<file path="src/rtl/vmsa_pkg.sv">
package vmsa_pkg;

    typedef enum logic {
        OWN_DISP = 1'b0,
        OWN_HOST = 1'b1
    } owner_e;

    typedef enum logic {
        SPLIT_DISP_HEAVY = 1'b0,
        SPLIT_HOST_HEAVY = 1'b1
    } split_e;

endpackage

</file>
<file path="src/rtl/vmsa_frame_seq.sv">
module vmsa_frame_seq #(
    parameter int FRAME_LEN = 5
) (
    input  logic                         clk,
    input  logic                         rst_n,
    input  logic                         split_sel,
    output logic [$clog2(FRAME_LEN)-1:0] slot_idx,
    output vmsa_pkg::split_e             split_act,
    output logic                         frame_start
);
    import vmsa_pkg::*;

    localparam int SW = $clog2(FRAME_LEN);
    localparam logic [SW-1:0] LAST_SLOT = SW'(FRAME_LEN - 1);

    typedef struct packed {
        logic [SW-1:0] slot;
        split_e        split;
    } seq_t;

    seq_t st_q, st_d;

    always_comb begin
        st_d = st_q;
        if (st_q.slot == LAST_SLOT) begin
            st_d.slot  = '0;
            st_d.split = split_e'(split_sel);
        end else begin
            st_d.slot = st_q.slot + 1'b1;
        end
    end

    always_ff @(posedge clk) begin
        if (!rst_n) begin
            st_q.slot  <= '0;
            st_q.split <= SPLIT_DISP_HEAVY;
        end else begin
            st_q <= st_d;
        end
    end

    assign slot_idx    = st_q.slot;
    assign split_act   = st_q.split;
    assign frame_start = (st_q.slot == '0);


    slot_wrap_chk: assert property (@(posedge clk) disable iff (!rst_n)
        (slot_idx == LAST_SLOT) |=> (slot_idx == '0));


    slot_step_chk: assert property (@(posedge clk) disable iff (!rst_n)
        (slot_idx != LAST_SLOT) |=> (slot_idx == $past(slot_idx) + 1'b1));


    split_hold_chk: assert property (@(posedge clk) disable iff (!rst_n)
        (slot_idx != LAST_SLOT) |=> $stable(split_act));


    split_load_chk: assert property (@(posedge clk) disable iff (!rst_n)
        (slot_idx == LAST_SLOT) |=> (split_act == split_e'($past(split_sel))));

endmodule

</file>
<file path="src/rtl/vmsa_owner_map.sv">
module vmsa_owner_map #(
    parameter int FRAME_LEN = 5,
    parameter int HI_DISP   = 4,
    parameter int LO_DISP   = 2
) (
    input  logic [$clog2(FRAME_LEN)-1:0] slot_idx,
    input  vmsa_pkg::split_e             split_act,
    output vmsa_pkg::owner_e             owner
);
    import vmsa_pkg::*;

    logic [FRAME_LEN-1:0] host_map_hi;
    logic [FRAME_LEN-1:0] host_map_lo;

    for (genvar i = 0; i < FRAME_LEN; i++) begin : g_map
        assign host_map_hi[i] = (i >= HI_DISP);
        assign host_map_lo[i] = (i >= LO_DISP);
    end

    always_comb begin
        if (split_act == SPLIT_HOST_HEAVY)
            owner = owner_e'(host_map_lo[slot_idx]);
        else
            owner = owner_e'(host_map_hi[slot_idx]);
    end

endmodule

</file>
<file path="src/rtl/vmsa_port_gate.sv">
module vmsa_port_gate (
    input  logic             clk,
    input  logic             rst_n,
    input  vmsa_pkg::owner_e owner,
    input  logic             disp_need,
    input  logic             host_req,
    output logic             disp_fetch,
    output logic             host_ack,
    output logic             host_wait
);
    import vmsa_pkg::*;

    always_comb begin
        disp_fetch = rst_n && (owner == OWN_DISP) && disp_need;
        host_ack   = rst_n && (owner == OWN_HOST) && host_req;
        host_wait  = host_req && !host_ack;
    end


    ack_in_host_slot_chk: assert property (@(posedge clk) disable iff (!rst_n)
        host_ack |-> (owner == OWN_HOST));


    fetch_in_disp_slot_chk: assert property (@(posedge clk) disable iff (!rst_n)
        disp_fetch |-> (owner == OWN_DISP));


    one_user_chk: assert property (@(posedge clk) disable iff (!rst_n)
        $onehot0({disp_fetch, host_ack}));

endmodule

</file>
<file path="src/rtl/vmem_slot_arbiter.sv">
module vmem_slot_arbiter #(
    parameter int FRAME_LEN = 5,
    parameter int HI_DISP   = 4,
    parameter int LO_DISP   = 2
) (
    input  logic                         clk,
    input  logic                         rst_n,
    input  logic                         split_sel,
    input  logic                         disp_need,
    input  logic                         host_req,
    output logic [$clog2(FRAME_LEN)-1:0] slot_idx,
    output logic                         slot_owner,
    output logic                         frame_start,
    output logic                         disp_fetch,
    output logic                         host_ack,
    output logic                         host_wait
);
    import vmsa_pkg::*;

    localparam int SW = $clog2(FRAME_LEN);

    split_e split_act;
    owner_e owner;

    vmsa_frame_seq #(.FRAME_LEN(FRAME_LEN)) u_seq (
        .clk        (clk),
        .rst_n      (rst_n),
        .split_sel  (split_sel),
        .slot_idx   (slot_idx),
        .split_act  (split_act),
        .frame_start(frame_start)
    );

    vmsa_owner_map #(
        .FRAME_LEN(FRAME_LEN),
        .HI_DISP  (HI_DISP),
        .LO_DISP  (LO_DISP)
    ) u_map (
        .slot_idx (slot_idx),
        .split_act(split_act),
        .owner    (owner)
    );

    vmsa_port_gate u_gate (
        .clk       (clk),
        .rst_n     (rst_n),
        .owner     (owner),
        .disp_need (disp_need),
        .host_req  (host_req),
        .disp_fetch(disp_fetch),
        .host_ack  (host_ack),
        .host_wait (host_wait)
    );

    assign slot_owner = owner;

    // Host acknowledges seen so far in the current frame.
    logic [SW:0] acks_q, acks_d;

    always_comb begin
        acks_d = frame_start ? '0 : acks_q;
        if (host_ack) acks_d = acks_d + 1'b1;
    end

    always_ff @(posedge clk) begin
        if (!rst_n) acks_q <= '0;
        else        acks_q <= acks_d;
    end


    frame_opens_disp_chk: assert property (@(posedge clk) disable iff (!rst_n)
        frame_start |-> (owner == OWN_DISP));


    ack_budget_chk: assert property (@(posedge clk) disable iff (!rst_n)
        (host_ack && !frame_start) |->
            (int'(acks_q) < ((split_act == SPLIT_HOST_HEAVY) ? (FRAME_LEN - LO_DISP)
                                                             : (FRAME_LEN - HI_DISP))));

endmodule

</file>
<file path="config.mk">
export PLATFORM = sky130hd
export DESIGN_NAME = vmem_slot_arbiter
export DESIGN_NICKNAME = d
export VERILOG_FILES = /design/src/rtl/vmsa_pkg.sv /design/src/rtl/vmsa_frame_seq.sv /design/src/rtl/vmsa_owner_map.sv /design/src/rtl/vmsa_port_gate.sv /design/src/rtl/vmem_slot_arbiter.sv
export SDC_FILE = /design/constraint.sdc
export NUM_CORES = 1
export LEC_CHECK = 0
export ABC_AREA = 1
export BUFFER_PORTS_ARGS = -buffer_cell sky130_fd_sc_hd__buf_2
export CAP_MARGIN = 10
export CORE_AREA = 3 3 40 42
export DETAILED_ROUTE_END_ITERATION = 7
export DIE_AREA = 0 0 43 45
export GPL_TIMING_DRIVEN = 0
export SLEW_MARGIN = 20
export SYNTH_ARGS = -nofsm -noshare
export SYNTH_HDL_FRONTEND = slang
export SYNTH_HIERARCHICAL = 1
export SYNTH_SLANG_ARGS = --single-unit
</file>
<file path="constraint.sdc">
create_clock -name clk -period 1.3 [get_ports clk]
set_clock_uncertainty 0.15 [all_clocks]
set_input_delay 0 -clock clk [delete_from_list [all_inputs] [get_ports clk]]
set_output_delay 0 -clock clk [all_outputs]
set_load 0.01 [all_outputs]
</file>
==> impl_results.md <==
- Vias in the first global route: 201
- RSZ-0062 raised after global routing: no
- Htree depth: 1
- Setup TNS: 0 ns
- Drt wl/cell: 7.06 µm
- Die span in x: 43 µm
- Min cycle time layout: 1.20 ns
- Mux contribution to synthesized area: 0
- Post-Layout Cell Count: 66
- Startpoint types: register
- DRT iter0 DRCs: 4
- Row Count: 13
- Vias: 236
- Final nets: 60
- Clk_lat worst skew: 0.23 ns
- Yosys synthesis warning count: 6
- Cell count after placement: 61
- Post-Synth Simple-Gate Area: 0.316
- Slew Limit Headroom: 0.921
- DP HPWL: 369 µm
- Cells after Synth: 34
- Clock slew at reported path FFs: 0.03 ns
- Max_cap viols: 0
- Die Ht: 45 µm
- Final hold vios: 0
- Antenna viol nets, final: 0
- Worst VDD drop: 0.603 mV
- Worst-case clock buffer depth: 2
- Syn_area_per_cell: 6.40 µm²
- DIE AREA: 0.00194 mm²
- Total power: 0.391 mW
- Largest net degree at the start of global routing: 7
- Port bufs: 12
- Critical path required time: 1.15 ns
- Final Worst Setup Slack: 0.103 ns
- Largest family of logic cells by synthesized area: simple AND/OR/NAND/NOR gates
- Core Area: 0.00128 mm²
- # diodes: 0
- Mapped cell area: 218 µm²
- Pwr/cell area: 1140 mW/mm²
- Share of layout cells above drive strength 1: 0.392
- Setup Buffers After CTS: 0
- Slew Viols, Final: 0
- Worst slew pin tran: 0.119 ns
- First-pass GRT wire length: 772 µm
- Most frequent cells in the layout: buf_2, inv_1, nand2_1
- HP Class: input pin to output port
- Fmax: 835 MHz
- Sink Count: 4
- DRC violation count after routing: 0
- Root Driver: clkbuf_4
- Flop and latch count out of synthesis: 4
- TritonCTS clock tree: done
- I/O Pins: 13
- Initial antenna violation count: 0
- WS Path Type: register to output port
- Most common cell after layout, fill and taps aside: buf_2
- Compound-cell area share of the yosys netlist: 0.0460
- First-pass detailed-route iteration total: 3
- Distinct cells, synth: 8
- RD Place Congestion: 0.667
- Synth-to-layout area growth: 57.5%
- Run status: completed
- Critical Path End Type: output port
- CP max FO: 4
- Post-synthesis adder-cell area fraction: 0.115
- Gr usage total: 0.0566
- CTS buffer count: 3
- Net Count, Synth: 41
- Worst hold slack: 0.154 ns
- Starting Density: 0.169
- Lkg Pwr: 0.195 nW
- Synth Area in XOR/XNOR: 0
- Final period util: 0.921
- Worst slack at placement: 0.157 ns
- Crit path DAT: 1.05 ns
- Final Setup Violations: 0
- Register area share after synthesis: 0.368
- Vias per std cell: 3.58
- Detailed Route WL: 466 µm
- GRT overflow: 0
## cell usage after synthesis (all sizes together)
library cell  number  share of area
nor2               7           0.13
dfxtp              4           0.37
nand2             10           0.18
a21oi              2          0.046
ha                 2           0.11
inv                9           0.16
## worst paths after layout
| path | start | depth (start not counted) | slack (ns) | endpoint |
|---|---|---|---|---|
| min | disp_need | 4 | 0.15 | disp_fetch |
| min reg2reg | u_seq/slot_idx[0]$_SDFF_PP0_ | 1 | 0.27 | u_seq/slot_idx[0]$_SDFF_PP0_ |
| max reg2reg | u_seq/slot_idx[0]$_SDFF_PP0_ | 5 | 0.19 | u_seq/slot_idx[2]$_SDFF_PP0_ |
| max | u_seq/slot_idx[0]$_SDFF_PP0_ | 5 | 0.10 | frame_start |
## sequential cells by signal, summed over array words and instances (netlist names)
| name | count |
|---|---|
| u_seq/split_act | 1 |
| u_seq/slot_idx | 3 |
## per-layer routing
| metal | global-route usage | vias to the layer above | part of all wire |
|---|---|---|---|
| met5 | 0 | - | 0 |
| met3 | 0.0558 | 0 | 0.16 |
| met2 | 0.0719 | 13 | 0.35 |
| met1 | 0.0651 | 91 | 0.49 |
| met4 | 0.0181 | 0 | 0 |
| li1 | - | 132 | - |
## cells by family after synthesis
| family | count (synthesis) |
|---|---|
| simple gates | 17 |
| buf+inv | 9 |
| flops | 4 |
| compound gates | 2 |
| fa+ha+maj | 2 |
## critical path: stages, from the launching register on
cell and delay, ns:
dfxtp_2 0.34, inv_1 0.04, ha_1 0.21, inv_1 0.06, nor2_1 0.03, buf_2 0.13
## through the flow
stage,instance area [µm²],util
after global routing,343,0.267
after global placement,297,0.231
after CTS,339,0.264
after floorplan,218,-
final,343,0.267
after detailed placement,297,0.231
## layout make-up
cell class                 instances  area (µm²)
fill                             147         942
multi-input combinational         21         104
sequential                         4        83.8
timing repair buffer              14        80.1
inverter                           9        33.8
clock buffer                       3        22.5
tap                               15        18.8
## where the power goes
part / switching [mW] / total (mW) / leakage [nW] / internal (mW)
registers: 0.0109 / 0.148 / 0.0339 / 0.137
logic: 0.0484 / 0.0895 / 0.148 / 0.0411
clock network: 0.0499 / 0.153 / 0.0138 / 0.103
total: 0.109 / 0.391 / 0.195 / 0.281
## repair_timing
action,4_1_cts,5_1_grt
hold buffers,2,0
resized for setup,0,3
endpoints found under the hold margin,4,0
endpoints found under the setup margin,0,3
No activity file was read; power rests on OpenSTA's default activity.
